`src/rtl/lbt_pkg.sv`:
```
package lbt_pkg;

  typedef enum logic [1:0] {
    ST_PICK  = 2'd0,
    ST_SEND  = 2'd1,
    ST_PAUSE = 2'd2,
    ST_GAP   = 2'd3
  } burst_st_e;

  localparam logic [31:0] DATA_MASK_DEF     = 32'h8020_0003;
  localparam logic [31:0] DATA_FALLBACK_DEF = 32'h1D2C_3B4A;
  localparam logic [15:0] CTRL_MASK_DEF     = 16'hB400;
  localparam logic [15:0] CTRL_FALLBACK_DEF = 16'hB5A3;

  // Packet length from a control field: one plus the low 'bits' bits.
  function automatic logic [15:0] pkt_len16(logic [15:0] field, int unsigned bits);
    logic [15:0] keep;
    keep = (16'd1 << bits) - 16'd1;
    return (field & keep) + 16'd1;
  endfunction

  // Idle gap from a control field: the low 'bits' bits.
  function automatic logic [15:0] gap_len16(logic [15:0] field, int unsigned bits);
    logic [15:0] keep;
    keep = (16'd1 << bits) - 16'd1;
    return field & keep;
  endfunction

endpackage

```
`src/rtl/lbt_galois_lfsr.sv`:
```
module lbt_galois_lfsr #(
  parameter int unsigned W        = 32,
  parameter logic [W-1:0] MASK    = '1,
  parameter logic [W-1:0] FALLBACK = 'd1,
  parameter int unsigned OUT_W    = 8
) (
  input  logic             clk,
  input  logic             rst_n,
  input  logic [W-1:0]     seed,
  input  logic             advance,
  output logic [OUT_W-1:0] low_bits
);

  logic [W-1:0] state;
  logic [W-1:0] state_next;
  logic         seed_is_zero;

  function automatic logic [W-1:0] galois_step(logic [W-1:0] s);
    logic [W-1:0] shifted;
    shifted = s >> 1;
    return s[0] ? (shifted ^ MASK) : shifted;
  endfunction

  assign seed_is_zero = (seed == '0);
  assign state_next   = galois_step(state);

  always_ff @(posedge clk) begin
    if (!rst_n) begin
      state <= seed_is_zero ? FALLBACK : seed;
    end else if (advance) begin
      state <= state_next;
    end
  end

  assign low_bits = state[OUT_W-1:0];

  // the register never locks at zero
  p_nonzero_r3: assert property (@(posedge clk) disable iff (!rst_n)
    state != '0);

  // no step without an advance request
  p_step_only_r2: assert property (@(posedge clk) disable iff (!rst_n)
    !advance |=> $stable(state));

  // an advance always moves the state
  p_step_moves_r2: assert property (@(posedge clk) disable iff (!rst_n)
    advance |=> (state != $past(state)));

endmodule

```
`src/rtl/lbt_burst_fsm.sv`:
```
module lbt_burst_fsm
  import lbt_pkg::*;
#(
  parameter int unsigned LEN_BITS = 9,
  parameter int unsigned GAP_BITS = 4
) (
  input  logic                clk,
  input  logic                rst_n,
  input  logic                enable,
  input  logic [LEN_BITS-1:0] ctrl_field,
  input  logic                tx_ready,
  output logic                tx_valid,
  output logic                tx_last,
  output logic                accept,
  output logic                ctrl_step
);

  localparam int unsigned REM_W = LEN_BITS + 1;
  localparam int unsigned GCW   = GAP_BITS;

  burst_st_e        st;
  logic [REM_W-1:0] remaining;
  logic [GCW-1:0]   gap_cnt;

  logic             draw_len;
  logic             draw_gap;
  logic             final_byte;
  logic [REM_W-1:0] new_len;
  logic [GCW-1:0]   new_gap;

  assign new_len    = REM_W'(pkt_len16(16'(ctrl_field), LEN_BITS));
  assign new_gap    = GCW'(gap_len16(16'(ctrl_field), GAP_BITS));

  assign tx_valid   = (st == ST_SEND);
  assign final_byte = (remaining == REM_W'(1));
  assign tx_last    = tx_valid && final_byte;
  assign accept     = tx_valid && tx_ready;
  assign draw_len   = (st == ST_PICK) && enable;
  assign draw_gap   = accept && final_byte;
  assign ctrl_step  = draw_len || draw_gap;

  always_ff @(posedge clk) begin
    if (!rst_n) begin
      st        <= ST_PICK;
      remaining <= '0;
      gap_cnt   <= '0;
    end else begin
      unique case (st)
        ST_PICK: begin
          if (draw_len) begin
            remaining <= new_len;
            st        <= ST_SEND;
          end
        end
        ST_SEND: begin
          if (draw_gap) begin
            remaining <= '0;
            gap_cnt   <= new_gap;
            st        <= (new_gap == '0) ? ST_PICK : ST_GAP;
          end else if (accept) begin
            remaining <= remaining - REM_W'(1);
            st        <= enable ? ST_SEND : ST_PAUSE;
          end
        end
        ST_PAUSE: begin
          if (enable) st <= ST_SEND;
        end
        ST_GAP: begin
          if (enable) begin
            gap_cnt <= gap_cnt - GCW'(1);
            if (gap_cnt == GCW'(1)) st <= ST_PICK;
          end
        end
        default: st <= ST_PICK;
      endcase
    end
  end

  // the end marker only travels with a valid byte
  p_last_valid_r5: assert property (@(posedge clk) disable iff (!rst_n)
    tx_last |-> tx_valid);

  // an offered byte stays offered, marker unchanged
  p_hold_r7: assert property (@(posedge clk) disable iff (!rst_n)
    (tx_valid && !tx_ready) |=> (tx_valid && $stable(tx_last)));

  // disabled at a byte boundary means valid drops next cycle
  p_stop_r8: assert property (@(posedge clk) disable iff (!rst_n)
    (accept && !enable) |=> !tx_valid);

  // no new byte appears while disabled
  p_no_start_r8: assert property (@(posedge clk) disable iff (!rst_n)
    (!tx_valid && !enable) |=> !tx_valid);

  // a packet in flight always has bytes left
  p_count_r4: assert property (@(posedge clk) disable iff (!rst_n)
    (st == ST_SEND) |-> (remaining != '0));

  // the gap state always has cycles left to wait
  p_gap_r6: assert property (@(posedge clk) disable iff (!rst_n)
    (st == ST_GAP) |-> (gap_cnt != '0));

  // the gap holds while disabled
  p_gap_freeze_r6: assert property (@(posedge clk) disable iff (!rst_n)
    ((st == ST_GAP) && !enable) |=> ((st == ST_GAP) && $stable(gap_cnt)));

  // exactly one draw at a time
  p_one_draw_r4: assert property (@(posedge clk) disable iff (!rst_n)
    !(draw_len && draw_gap));

endmodule

```
`src/rtl/lbt_traffic_gen.sv`:
```
module lbt_traffic_gen
  import lbt_pkg::*;
#(
  parameter int unsigned DATA_W   = 32,
  parameter int unsigned CTRL_W   = 16,
  parameter int unsigned BYTE_W   = 8,
  parameter int unsigned LEN_BITS = 9,
  parameter int unsigned GAP_BITS = 4,
  parameter logic [DATA_W-1:0] DATA_MASK     = DATA_W'(DATA_MASK_DEF),
  parameter logic [DATA_W-1:0] DATA_FALLBACK = DATA_W'(DATA_FALLBACK_DEF),
  parameter logic [CTRL_W-1:0] CTRL_MASK     = CTRL_W'(CTRL_MASK_DEF),
  parameter logic [CTRL_W-1:0] CTRL_FALLBACK = CTRL_W'(CTRL_FALLBACK_DEF)
) (
  input  logic              clk,
  input  logic              rst_n,
  input  logic              enable,
  input  logic [DATA_W-1:0] data_seed,
  input  logic [CTRL_W-1:0] ctrl_seed,
  output logic [BYTE_W-1:0] tx_data,
  output logic              tx_valid,
  input  logic              tx_ready,
  output logic              tx_last
);

  logic                accept;
  logic                ctrl_step;
  logic [LEN_BITS-1:0] ctrl_field;
  logic [BYTE_W-1:0]   data_byte;

  lbt_galois_lfsr #(
    .W        (DATA_W),
    .MASK     (DATA_MASK),
    .FALLBACK (DATA_FALLBACK),
    .OUT_W    (BYTE_W)
  ) u_data_lfsr (
    .clk      (clk),
    .rst_n    (rst_n),
    .seed     (data_seed),
    .advance  (accept),
    .low_bits (data_byte)
  );

  lbt_galois_lfsr #(
    .W        (CTRL_W),
    .MASK     (CTRL_MASK),
    .FALLBACK (CTRL_FALLBACK),
    .OUT_W    (LEN_BITS)
  ) u_ctrl_lfsr (
    .clk      (clk),
    .rst_n    (rst_n),
    .seed     (ctrl_seed),
    .advance  (ctrl_step),
    .low_bits (ctrl_field)
  );

  lbt_burst_fsm #(
    .LEN_BITS (LEN_BITS),
    .GAP_BITS (GAP_BITS)
  ) u_fsm (
    .clk        (clk),
    .rst_n      (rst_n),
    .enable     (enable),
    .ctrl_field (ctrl_field),
    .tx_ready   (tx_ready),
    .tx_valid   (tx_valid),
    .tx_last    (tx_last),
    .accept     (accept),
    .ctrl_step  (ctrl_step)
  );

  assign tx_data = data_byte;

  // payload is steady while the sink stalls
  p_data_hold_r7: assert property (@(posedge clk) disable iff (!rst_n)
    (tx_valid && !tx_ready) |=> $stable(tx_data));

  // payload changes only through an accepted byte
  p_data_idle_r2: assert property (@(posedge clk) disable iff (!rst_n)
    !accept |=> $stable(tx_data));

endmodule

```
`config.mk`:
```
export PLATFORM = sky130hd
export DESIGN_NAME = lbt_traffic_gen
export DESIGN_NICKNAME = d
export VERILOG_FILES = /design/src/rtl/lbt_pkg.sv /design/src/rtl/lbt_galois_lfsr.sv /design/src/rtl/lbt_burst_fsm.sv /design/src/rtl/lbt_traffic_gen.sv
export SDC_FILE = /design/constraint.sdc
export NUM_CORES = 1
export LEC_CHECK = 0
export ABC_AREA = 1
export BUFFER_PORTS_ARGS = -buffer_cell sky130_fd_sc_hd__buf_2
export CAP_MARGIN = 10
export CORE_ASPECT_RATIO = 2
export CORE_MARGIN = 5
export CORE_UTILIZATION = 40
export CTS_CLUSTER_DIAMETER = 50
export DETAILED_ROUTE_END_ITERATION = 8
export PLACE_DENSITY = 0.56
export SLEW_MARGIN = 40
export SYNTH_ARGS = -nofsm -noshare
export SYNTH_HDL_FRONTEND = slang
export SYNTH_SLANG_ARGS = --single-unit
```
`constraint.sdc`:
```
create_clock -name clk -period 2.7 [get_ports clk]
set_input_delay 0.135 -clock clk [delete_from_list [all_inputs] [get_ports clk]]
set_output_delay 0.135 -clock clk [all_outputs]
set_load 0.01 [all_outputs]
```
# Yosys cells after proc, flatten, opt, wreduce, memory -nomap -nowiden

Index checks and enable logic that the tools add are counted.

Add/sub/neg operators: 3
Muxes and demuxes: 24
Bitwise operators: 2
Equality and inequality tests: 13
Reduce and logical (&&, ||, !) cells: 14

Operators by type and width:

| kind                                                                     | number |
|---|---|
| 32-bit two-way mux                                                       | 4 |
| 16-bit two-way mux                                                       | 4 |
| 32-bit zero test                                                         | 1 |
| 10-bit two-way mux                                                       | 3 |
| 10-bit one-hot mux with 2 select lines                                   | 1 |
| 16-bit zero test                                                         | 1 |
| 2-bit two-way mux                                                        | 8 |
| 9-bit by 1-bit adder with 10-bit output (second input constant)          | 1 |
| 10-bit by 1-bit == test with 1-bit output (second input constant)        | 1 |
| 10-bit by 1-bit subtractor with 10-bit output (second input constant)    | 1 |
| 4-bit two-way mux                                                        | 2 |
| 2-bit by 1-bit inequality test with 1-bit output (second input constant) | 4 |
| 3-bit NOT with 4-bit output                                              | 2 |
| 2-bit one-hot mux with 4 select lines                                    | 1 |
| 4-bit one-hot mux with 2 select lines                                    | 1 |
| 2-bit inequality test (second input constant)                            | 3 |
| 3-bit AND reduction                                                      | 2 |
| 5-bit AND reduction                                                      | 1 |
| 2-bit == test (second input constant)                                    | 2 |
| 4-bit by 1-bit == test with 1-bit output (second input constant)         | 1 |
| 1-bit logical AND                                                        | 4 |
| 4-bit zero test                                                          | 1 |
| 2-bit nonzero test                                                       | 2 |
| 4-bit by 1-bit subtractor with 4-bit output (second input constant)      | 1 |
| 4 further kinds                                                          | 4 |

Bits of input ports: 52
Output and inout port bits: 10
Register bits: 64

# Logic depth before layout (Yosys ltp)

Depth in word-level cells: 6
Gate-level depth with buffers: 10
Mapped depth without buffers: 10

# Modules after synthesis

Synthesis repeated with hierarchy kept, for this count alone.

Cells, all modules: 524
Area, all modules: 3943.8 um2

By module, submodules not included:

| module                        | instances | cells each | area each (um2) | sequential area each (um2) |
|---|---|---|---|---|
| lbt_galois_lfsr (u_data_lfsr) | 1         | 194        | 1687.9          | 960.9 |
| lbt_burst_fsm                 | 1         | 234        | 1397.6          | 320.3 |
| lbt_galois_lfsr (u_ctrl_lfsr) | 1         | 96         | 858.3           | 480.5 |

# Least setup slack after synthesis

Ideal clock, no wire load.

Path kind: reg-to-reg
From: reg u_fsm.st[0]
To: reg u_data_lfsr.state[0] (enable)
Cell stages (with the launch flop): 5
Path slack: 946 ps
Data required time: 2311 ps
Arrival: 1364 ps
Path through: dfxtp_1 > nand2_2 > nor2_2 > inv_1 > nand2_1

Longest elaborated chain between the ends: 3

RTL lines:

| element                                                           | RTL line              | source |
|---|---|---|
| start, declared                                                   | lbt_burst_fsm.sv:21   | `burst_st_e st;` |
| start signal, assigned                                            | lbt_burst_fsm.sv:59   | `st <= (new_gap == '0) ? ST_PICK : ST_GAP;` |
| start signal, assigned                                            | lbt_burst_fsm.sv:62   | `st <= enable ? ST_SEND : ST_PAUSE;` |
| 2-bit by 1-bit == test with 1-bit output                          | lbt_burst_fsm.sv:34   | `assign tx_valid = (st == ST_SEND);` |
| 1-bit logical AND                                                 | lbt_burst_fsm.sv:37   | `assign accept = tx_valid && tx_ready;` |
| 2-bit by 1-bit inequality test with 1-bit output (no source line) | -                     |  |
| end signal, assigned                                              | lbt_galois_lfsr.sv:29 | `state <= seed_is_zero ? FALLBACK : seed;` |
| end signal, assigned                                              | lbt_galois_lfsr.sv:31 | `state <= state_next;` |
| end, declared                                                     | lbt_galois_lfsr.sv:14 | `logic [W-1:0] state;` |

Every way passes these cells.
A chain may end at the register's enable or synchronous reset.

# Worst setup path after layout

From: reg u_fsm.st[0]
To: reg u_data_lfsr.state[23] (enable)

The elaborated chain is that of the path after synthesis.

==> metrics <==
status complete, no violations; Hold Crit Class input pin to register; hold_ws 0.0858 ns; worst r2r src u_fsm.st[0]; RSZ-0062 raised after global routing false; # diodes 0; Peak VDD IR around 0.00053 V; Vias 3,219; wirelength, routed between 9000 and 10,000 microns; clock sinks 64; CP delay by family, top buffers and inverters; max cap viols 0; CTS Hold Bufs 0; r2r setup slk just under 1 ns; vias per inst 5.05; most common cell after layout, fill and taps aside nand2_1; GRT overflow 0; CTS tree yes; Site Rows 50; Max FO, Critical Path 32; slowest cell on the critical path dfxtp_1; post_cts resized 0; Clock Tree Buf Depth 2; Placed Cells incl. Taps around 620; worst rel slew slack 64.1%; final hold vios 0; Num CTS Buffers 9; fmax 575 MHz; hold_sp data_seed[25]; Critical Path Sink Type register; Final Max Slew Viols 0; wire length per cell 14.8 microns; Crit Path Category register to register; fillers about 930; max incr delay on CP approximately 0.4 ns; Synth Net Count 537; iteration count of the initial detailed-routing pass 4; Worst-Skew Late Latency approximately 0.33 ns; die area 0.0116 sq mm; largest net degree at the start of global routing 58; mux share of post-synthesis cell area 0%; crit path DAT 1.72 ns; vias in the first global route 3,257; Adder-Cell Fraction of Synth Area 2.00%; Netlist cell types 35; Reg clk slew, reported paths approximately 0.060 ns; first-pass GRT wire length 15,700 microns; Post-CTS Setup Inserts 0; Mapped Cells 479; hold depth 3; multi-input logic area 0.00162 sq mm; Synth Area in Compound Gates 11.9%; final core occ 47.6%; Yosys warnings 0; die span in y 147 microns; worst setup path startpoint u_fsm.st[0]; IO Port Bufs 61; post-route clock period utilization 64.4%; Register Area 0.00176 sq mm; largest family of logic cells by synthesized area simple AND/OR/NAND/NOR gates; drc violations 0; Routed Antenna Nets 0; sequential share of the synthesized area 46.8%; routability cong. 0.838; most frequent cells in the layout nand2_1, buf_2, inv_1, nor2_1, o21ai_0; post-DP HPWL just over 7000 microns; Post-Layout Cell Count 637; layout cell share with drive strength beyond 1 17.8%; Final setup viols 0; WP depth 5; actual slew at the worst max-slew pin 0.537 ns; Initial Util 40.6%; first-iteration detailed-routing DRC count 163; Nets 586; reg2reg path depth 5; Area Overhead vs Synth 17.2%; die width 78.6 microns; Worst Path Buf+Inv 2; Pwr per Cell Area 713 mW/mm^2; XOR/XNOR Fraction of Synth Area 2.79%; H-tree depth 3; clock skew 0.00545 ns; synthesized area per cell 7.85 sq um; Total Neg Setup Slack 0 ns; crit path cell chain nand2_2 -> nor2_2 -> inv_1 -> nand2_1 -> buf_4; core area roughly 0.009 sq mm; Yosys reg bits 64; initial antenna violation count 0; gr usage total 17.5%; CP startpoint kind register; simple-gate share of the synthesized area 26.2%; Synth Cell Area 0.00376 sq mm; post-layout minimum cycle time 1.74 ns; clk root buf clkbuf_16; # IOs 62; critical path required time 2.69 ns; Leak Pwr 2.05 nW
==> cells in the mapped netlist <==
library cell / count / area, sq um
nor3_4: 2 / 32.5
a211oi_1: 1 / 7.51
inv_2: 2 / 7.51
buf_4: 10 / 75.1
nor3_2: 1 / 10.0
dfxtp_1: 16 / 320
a21oi_1: 16 / 80.1
nand3b_1: 2 / 15.0
a31oi_1: 5 / 31.3
buf_2: 3 / 15.0
nand2_1: 122 / 458
xor2_1: 7 / 61.3
nor2_2: 1 / 6.26
edfxtp_1: 48 / 1440
nor2_1: 54 / 203
nor3_1: 2 / 10.0
and3_2: 1 / 7.51
clkbuf_1: 9 / 33.8
inv_1: 59 / 221
or2_2: 1 / 6.26
clkbuf_2: 2 / 10.0
nand4_4: 1 / 21.3
o21ba_2: 1 / 10.0
a21oi_2: 2 / 17.5
nand3_1: 29 / 145
xnor2_1: 5 / 43.8
a22oi_1: 4 / 30.0
o211ai_1: 1 / 7.51
buf_6: 2 / 22.5
o21ai_0: 53 / 265
nor4_1: 2 / 12.5
nand2_2: 2 / 12.5
ha_1: 6 / 75.1
nor3b_1: 1 / 7.51
nand4_1: 6 / 37.5
==> layout make-up <==
type | count | share of cell area [%]
timing repair buffer | 64 | 7.43
clock buffer | 9 | 5.11
tap | 104 | 2.95
inverter | 61 | 5.19
clock inverter | 7 | 2.70
sequential | 64 | 40.0
multi-input combinational | 328 | 36.7
==> state kept, by name, summed over array words and instances, names as in the netlist <==
signal,count
u_ctrl_lfsr.state,16
u_fsm.gap_cnt,4
u_data_lfsr.state,32
u_fsm.remaining,10
u_fsm.st,2
==> report_power, final <==
group	leakage, nW	switching (mW)	internal (mW)
sequential	0.613	0.0876	1.19
clock	0.164	0.457	0.903
combinational	1.28	0.316	0.192
==> worst register-to-register path, stage by stage (launching register included) <==
cell     delay (ns)
dfxtp_1        0.40
nand2_2        0.21
nor2_2         0.20
inv_1          0.10
nand2_1        0.07
buf_4          0.39
==> metal layers <==
layer,track usage [%],share of wire (%)
met5,0,0
met3,3.07,3.4
met1,18.8,39
met4,8.23,1.8
met2,32.4,56
==> logic make-up (layout without fill, tap and decap cells) <==
| kind of cell | Yosys count | after routing |
|---|---|---|
| buffers and inverters | 87 | 141 |
| flip-flops | 64 | 64 |
| XOR/XNOR | 12 | 12 |
| AND/OR/NAND/NOR | 227 | 227 |
| AO/OA/AOI/OAI | 83 | 83 |
| adder cells (fa/ha/maj) | 6 | 6 |
==> per-stage QoR <==
stage	power, mW	cell area, sq um	worst slack [ns]
final	3.14	4410	0.961
after global routing	3.31	4410	0.805
after CTS	3.17	4410	0.961
after detailed placement	1.81	4060	0.872
after global placement	1.80	4060	0.888
after floorplan	1.66	3760	0.946
==> worst paths after layout <==
| check | end |
|---|---|
| setup reg to reg | u_data_lfsr.state[23] |
| setup / recovery | u_data_lfsr.state[23] |
| hold / removal | u_data_lfsr.state[25] |
| hold reg to reg | u_data_lfsr.state[24] |
Note: power is estimated with default switching activity, not from simulation.
